===== src/rtl/keq_pkg.sv =====
package keq_pkg;
    localparam int unsigned KEQ_DEPTH  = 16;
    localparam int unsigned KEQ_CODE_W = 7;
    localparam int unsigned KEQ_IDX_W  = $clog2(KEQ_DEPTH);
    localparam int unsigned KEQ_CNT_W  = KEQ_IDX_W + 1;
    localparam int unsigned KEQ_BYTE_W = KEQ_CODE_W + 1;

    typedef struct packed {
        logic                  down;
        logic [KEQ_CODE_W-1:0] code;
    } key_evt_t;

    typedef logic [KEQ_IDX_W-1:0] idx_t;
    typedef logic [KEQ_CNT_W-1:0] cnt_t;

    // slot index reached by stepping n places from a base index
    function automatic idx_t idx_step(idx_t base, cnt_t n);
        return idx_t'(base + idx_t'(n));
    endfunction

    function automatic cnt_t cnt_of_bit(logic b);
        return {{(KEQ_CNT_W-1){1'b0}}, b};
    endfunction
endpackage


===== src/rtl/keq_ptrs.sv =====
module keq_ptrs
    import keq_pkg::*;
(
    input  logic clk,
    input  logic rst,
    input  logic clr,
    input  logic push_ok,
    input  logic pop_ok,
    output idx_t head,
    output cnt_t cnt
);
    always_ff @(posedge clk) begin
        if (rst || clr) begin
            head <= '0;
            cnt  <= '0;
        end else begin
            if (pop_ok)
                head <= idx_step(head, cnt_t'(1));
            cnt <= cnt_t'(cnt + cnt_of_bit(push_ok) - cnt_of_bit(pop_ok));
        end
    end


    cnt_bound_chk: assert property (@(posedge clk) disable iff (rst)
        cnt <= cnt_t'(KEQ_DEPTH));


    net_count_chk: assert property (@(posedge clk) disable iff (rst)
        (push_ok && pop_ok && !clr) |=> (cnt == $past(cnt)));
endmodule


===== src/rtl/keq_store.sv =====
module keq_store
    import keq_pkg::*;
(
    input  logic     clk,
    input  logic     we,
    input  idx_t     waddr,
    input  key_evt_t wdata,
    input  idx_t     raddr_a,
    input  idx_t     raddr_b,
    output key_evt_t rdata_a,
    output key_evt_t rdata_b
);
    key_evt_t slot [KEQ_DEPTH];

    for (genvar g = 0; g < KEQ_DEPTH; g++) begin : g_slot
        always_ff @(posedge clk) begin
            if (we && (waddr == idx_t'(g)))
                slot[g] <= wdata;
        end
    end

    assign rdata_a = slot[raddr_a];
    assign rdata_b = slot[raddr_b];
endmodule


===== src/rtl/keq_rdport.sv =====
module keq_rdport
    import keq_pkg::*;
(
    input  logic                  clk,
    input  logic                  rst,
    input  logic                  start,
    input  logic                  pop,
    input  logic                  peek,
    input  idx_t                  head,
    input  cnt_t                  cnt,
    input  key_evt_t              pop_slot,
    input  key_evt_t              peek_slot,
    output idx_t                  pop_addr,
    output idx_t                  peek_addr,
    output logic [KEQ_BYTE_W-1:0] data
);
    cnt_t off_q;
    cnt_t eff_off;
    cnt_t next_off;

    always_comb begin
        eff_off   = start ? '0 : off_q;
        pop_addr  = idx_step(head, cnt_t'(1));
        peek_addr = idx_step(head, eff_off);
        next_off  = eff_off;
        if (peek && !pop && (eff_off != cnt_t'(KEQ_DEPTH)))
            next_off = cnt_t'(eff_off + cnt_t'(1));
    end

    always_ff @(posedge clk) begin
        if (rst) begin
            off_q <= '0;
            data  <= '0;
        end else begin
            off_q <= next_off;
            if (pop)
                data <= (cnt > cnt_t'(1)) ? pop_slot : '0;
            else if (peek)
                data <= (eff_off < cnt) ? peek_slot : '0;
        end
    end


    start_off_chk: assert property (@(posedge clk) disable iff (rst)
        (start && !peek) |=> (off_q == '0));
endmodule


===== src/rtl/key_event_queue.sv =====
module key_event_queue
    import keq_pkg::*;
(
    input  logic                  clk,
    input  logic                  rst,
    input  logic                  clr_i,
    input  logic                  push_i,
    input  logic [KEQ_CODE_W-1:0] push_code_i,
    input  logic                  push_down_i,
    input  logic                  ovf_held_i,
    input  logic                  rd_start_i,
    input  logic                  rd_pop_i,
    input  logic                  rd_peek_i,
    output logic [KEQ_BYTE_W-1:0] rd_data_o,
    output logic                  kev_o,
    output logic                  ovf_o
);
    idx_t     head;
    cnt_t     cnt;
    idx_t     pop_addr;
    idx_t     peek_addr;
    key_evt_t pop_slot;
    key_evt_t peek_slot;
    key_evt_t new_evt;
    logic     full;
    logic     push_try;
    logic     push_ok;
    logic     push_drop;
    logic     pop_ok;

    always_comb begin
        full          = (cnt == cnt_t'(KEQ_DEPTH));
        push_try      = push_i && !clr_i && !ovf_held_i;
        push_ok       = push_try && !full;
        push_drop     = push_try && full;
        pop_ok        = rd_pop_i && !clr_i && (cnt > cnt_t'(1));
        new_evt.down  = push_down_i;
        new_evt.code  = push_code_i;
    end

    keq_ptrs u_ptrs (
        .clk     (clk),
        .rst     (rst),
        .clr     (clr_i),
        .push_ok (push_ok),
        .pop_ok  (pop_ok),
        .head    (head),
        .cnt     (cnt)
    );

    keq_store u_store (
        .clk     (clk),
        .we      (push_ok),
        .waddr   (idx_step(head, cnt)),
        .wdata   (new_evt),
        .raddr_a (pop_addr),
        .raddr_b (peek_addr),
        .rdata_a (pop_slot),
        .rdata_b (peek_slot)
    );

    keq_rdport u_rd (
        .clk       (clk),
        .rst       (rst),
        .start     (rd_start_i),
        .pop       (rd_pop_i),
        .peek      (rd_peek_i),
        .head      (head),
        .cnt       (cnt),
        .pop_slot  (pop_slot),
        .peek_slot (peek_slot),
        .pop_addr  (pop_addr),
        .peek_addr (peek_addr),
        .data      (rd_data_o)
    );

    always_ff @(posedge clk) begin
        if (rst) begin
            kev_o <= 1'b0;
            ovf_o <= 1'b0;
        end else begin
            kev_o <= push_ok;
            ovf_o <= push_drop;
        end
    end


    short_pop_chk: assert property (@(posedge clk) disable iff (rst)
        (rd_pop_i && !clr_i && (cnt <= cnt_t'(1))) |=> (rd_data_o == '0));


    clear_empty_chk: assert property (@(posedge clk) disable iff (rst)
        clr_i |=> (cnt == '0));


    blocked_quiet_chk: assert property (@(posedge clk) disable iff (rst)
        (push_i && ovf_held_i) |=> (!kev_o && !ovf_o));


    ovf_full_chk: assert property (@(posedge clk) disable iff (rst)
        ovf_o |-> ($past(cnt) == cnt_t'(KEQ_DEPTH)));


    pulse_excl_chk: assert property (@(posedge clk) disable iff (rst)
        !(kev_o && ovf_o));
endmodule


===== config.mk =====
export PLATFORM = sky130hd
export DESIGN_NAME = key_event_queue
export DESIGN_NICKNAME = d
export VERILOG_FILES = /design/src/rtl/keq_pkg.sv /design/src/rtl/keq_ptrs.sv /design/src/rtl/keq_store.sv /design/src/rtl/keq_rdport.sv /design/src/rtl/key_event_queue.sv
export SDC_FILE = /design/constraint.sdc
export NUM_CORES = 1
export LEC_CHECK = 0
export ABC_AREA = 1
export BUFFER_PORTS_ARGS = -buffer_cell sky130_fd_sc_hd__buf_2
export CORE_ASPECT_RATIO = 2
export CORE_UTILIZATION = 45
export DETAILED_ROUTE_END_ITERATION = 8
export GPL_ROUTABILITY_DRIVEN = 0
export HOLD_SLACK_MARGIN = 0.15
export MAX_ROUTING_LAYER = met4
export SLEW_MARGIN = 25
export SYNTH_ARGS = -nofsm -noshare
export SYNTH_HDL_FRONTEND = slang
export SYNTH_SLANG_ARGS = --single-unit

===== constraint.sdc =====
create_clock -name clk -period 6.3 [get_ports clk]
set_input_delay 0.315 -clock clk [delete_from_list [all_inputs] [get_ports clk]]
set_output_delay 0.315 -clock clk [all_outputs]
set_load 0.02 [all_outputs]

==> metrics.md <==
| Metric | Value |
|---|---|
| Result of the run | `complete, no violations` |
| Estimated wirelength of the detail-placed design | `15800 µm` |
| Worst Path Max Fanout | `33` |
| DR pass1 iterations | `6` |
| Inserted Clock Buffers | `17` |
| Post-synth cell types | `32` |
| Final setup vio count | `0` |
| Most common cell after layout, fill and taps aside | `sky130_fd_sc_hd__nand2_1` |
| Placed cell areas | `8470 µm²` |
| Gate count after technology mapping | `981` |
| Hold Fails Final Rpt | `0` |
| Source of the worst register-to-register timing path | `u_ptrs.head[0]` |
| Count of state elements after synthesis | `152` |
| Top cells by area in the synthesized netlist | `sky130_fd_sc_hd__edfxtp_1 47%, sky130_fd_sc_hd__nand2_1 18%, sky130_fd_sc_hd__nand3_1 11%, sky130_fd_sc_hd__dfxtp_1 5.8%, sky130_fd_sc_hd__ha_1 3.2%` |
| Combinational Power Share | `13.6%` |
| CTS-repair resized insts | `0` |
| Number of synthesized flops with an enable pin | `128` |
| Internal power summed over all cells | `1.80 mW` |
| Diode count | `0` |
| Initial detailed-routing violation count | `553` |
| Primary flip-flop cell chosen by synthesis mapping | `sky130_fd_sc_hd__edfxtp_1` |
| Worst hold path class | `input pin to flip-flop` |
| Area added between synthesis and finish | `10.2%` |
| Top cell type's share of synthesized area | `46.7%` |
| Clock tree from TritonCTS | `built` |
| Clk sink count | `152` |
| Smallest hold slack | `168 ps` |
| Reg clk slew, reported paths | `60 ps` |
| Count of port buffers added during placement | `25` |
| Average wire length per cell after detail routing | `19.9 µm` |
| RSZ-0062 raised after global routing | `false` |
| Async SR Flop Fraction | `0%` |
| Syn Nets | `1021` |
| Data arrival, critical path | `3630 ps` |
| Net switching power of the design | `673 µW` |
| Highest-count cells in the layout ignoring fill and taps | `393 x sky130_fd_sc_hd__nand2_1, 180 x sky130_fd_sc_hd__nand3_1, 128 x sky130_fd_sc_hd__edfxtp_1` |
| Number of placed cells counting well taps | `1183` |
| CTS Root Cell | `sky130_fd_sc_hd__clkbuf_16` |
| Switching share of power | `27.2%` |
| I/O pins | `26` |
| Sum of overflow across all layers after global routing | `0` |
| Crit start category | `flip-flop` |
| Achievable Freq | `306 MHz` |
| Leakage power of the design | `3.76 nW` |
| Final antenna-violating net count | `0` |
| Row cnt | `69` |
| Pwr per Cell Area | `272 nW/µm²` |
| Initial antenna violation count | `0` |
| Worst VDD drop | `0.000201 V` |
| Headroom to the max-slew limit | `27.4%` |
| Dominant cell type by area after synthesis | `sky130_fd_sc_hd__edfxtp_1` |
| Critical path startpoint | `u_ptrs.head[0]` |
| Sum of negative setup slack | `0 ps` |
| Minimum period implied by the final worst setup slack | `3260 ps` |
| Final period util | `51.8%` |
| Global-route wire length before repair | `36800 µm` |
| Start point of the worst min-delay path | `ovf_held_i` |
| Vias in the first global route | `6608` |
| Required time of the worst setup path | `6670 ps` |
| Final core utilization | `50.8%` |
| Post-route setup slack | `3040 ps` |
| Setup Slack @ Placement | `2990 ps` |
| Largest net degree at the start of global routing | `68` |
| Postcts setup bufs | `0` |
| CTS Buffer Depth | `2` |
| Max-cap viol count | `0` |
| Width of the die | `97.7 µm` |
| Post-synthesis cell area | `8230 µm²` |
| Total Power Consumption | `2.47 mW` |
| Core area | `17900 µm²` |
| # nets final | `1030` |
| Via count of the routed design | `6824` |
| Critical Setup Path Class | `flip-flop to flip-flop` |
| Max-slew violation count | `0` |
| Later-pin clock latency in the skew report | `430 ps` |
| Vias/cell | `5.61` |
| GRT Total Usage | `27.4%` |
| Clock Power Share | `41.0%` |
| Avg Synthesized Cell Area | `8.39 µm²` |
| Remaining design rule violation count | `0` |
| Post-route cell area | `9070 µm²` |
| Critical path endpoint category | `flip-flop` |
| Final WL | `24200 µm` |
| Layout cells sized above 1 | `10.4%` |
| Initial core utilization | `46.1%` |
| Finished Layout Cells | `1216` |
| Die area | `18900 µm²` |
| CTS H-tree depth | `4` |
| Slew at the pin with the worst max-slew slack | `1080 ps` |
| Sequential fraction of design power | `45.4%` |
| Post-Route Skew | `7.90 ps` |
| Sequential area share after synthesis | `52.5%` |
| Number of warnings reported in the yosys synthesis log | `0` |
| Die height | `193 µm` |
power groups by stage:
| stage | registers [mW] | clock network [mW] | logic (mW) |
|---|---|---|---|
| floorplan | 1.14 | 0 | 0.231 |
| global placement | 1.14 | 0 | 0.331 |
| detailed placement | 1.14 | 0 | 0.334 |
| CTS | 1.12 | 1.02 | 0.336 |
| global route | 1.12 | 1.06 | 0.376 |
| finish | 1.12 | 1.01 | 0.337 |
sequential cells by signal, indices dropped and copies added (netlist names):
name / count
u_ptrs.cnt: 5
u_rd.data: 8
ovf_o: 1
u_ptrs.head: 4
u_rd.off_q: 5
u_store.slot: 128
kev_o: 1
final timing paths:
path,cells past startpoint,slack (ps),end
setup / recovery,15,3040,u_rd.data[3]
hold / removal,4,170,ovf_o
setup reg to reg,15,3040,u_rd.data[3]
hold reg to reg,2,550,ovf_o
synth_stat cells, types with 3 or more instances:
cell,number
sky130_fd_sc_hd__dfxtp_1,24
sky130_fd_sc_hd__edfxtp_1,128
sky130_fd_sc_hd__nand3_1,180
sky130_fd_sc_hd__nor2_1,57
sky130_fd_sc_hd__nor2_4,3
sky130_fd_sc_hd__a21oi_1,12
sky130_fd_sc_hd__xor2_2,3
sky130_fd_sc_hd__nand2_1,393
sky130_fd_sc_hd__nand3_2,14
sky130_fd_sc_hd__buf_2,22
sky130_fd_sc_hd__o21ai_0,9
sky130_fd_sc_hd__inv_2,8
sky130_fd_sc_hd__nor3_1,3
sky130_fd_sc_hd__fa_1,3
sky130_fd_sc_hd__ha_1,21
sky130_fd_sc_hd__o21ai_1,3
sky130_fd_sc_hd__buf_6,3
sky130_fd_sc_hd__clkbuf_1,16
sky130_fd_sc_hd__buf_4,3
sky130_fd_sc_hd__nand4_1,5
sky130_fd_sc_hd__inv_1,54
what timing repair did:
item	in CTS	in global routing
setup endpoints to repair	0	0
hold buffers	1	0
hold endpoints to repair	1	0
cell families (layout without fill, tap and decap cells):
group | after synthesis | in the layout | share of synthesized area, %
flip-flops | 152 | 152 | 52.5
AND/OR/NAND/NOR | 659 | 659 | 34.5
buffers and inverters | 109 | 131 | 5.97
XOR/XNOR | 8 | 8 | 1.22
adder cells (fa/ha/maj) | 24 | 24 | 3.92
AO/OA/AOI/OAI | 29 | 29 | 1.91
worst max-delay path: stages, from the launching register on:
cell and delay, ps:
sky130_fd_sc_hd__dfxtp_2 540, sky130_fd_sc_hd__ha_2 250, sky130_fd_sc_hd__inv_1 50, sky130_fd_sc_hd__fa_1 490, sky130_fd_sc_hd__buf_4 420, sky130_fd_sc_hd__inv_1 390, sky130_fd_sc_hd__buf_4 350, sky130_fd_sc_hd__nand3_1 110
sky130_fd_sc_hd__nand2_1 50, sky130_fd_sc_hd__nand2_1 50, sky130_fd_sc_hd__nand2_1 50, sky130_fd_sc_hd__nand2_1 100, sky130_fd_sc_hd__clkinv_2 90, sky130_fd_sc_hd__nor2_4 90, sky130_fd_sc_hd__nor2_1 50, sky130_fd_sc_hd__nor2_1 80
per-layer routing:
metal  wire length [µm]  up-vias  track usage [%]
li1                   -     3264                -
met1               8570     3193             28.5
met5                  0        -                -
met3               1270       77             3.61
met2              12600      290             46.8
met4               1760        0             20.4
cell type report:
type	instances	area, µm²
multi-input cells	720	3440
repair buffers	36	210
clock buffers	19	443
inverters	63	240
fillers	1680	8800
flip-flops and latches	152	4330
clock inverters	13	146
well taps	213	267
Power figures use the tool's default switching activity.
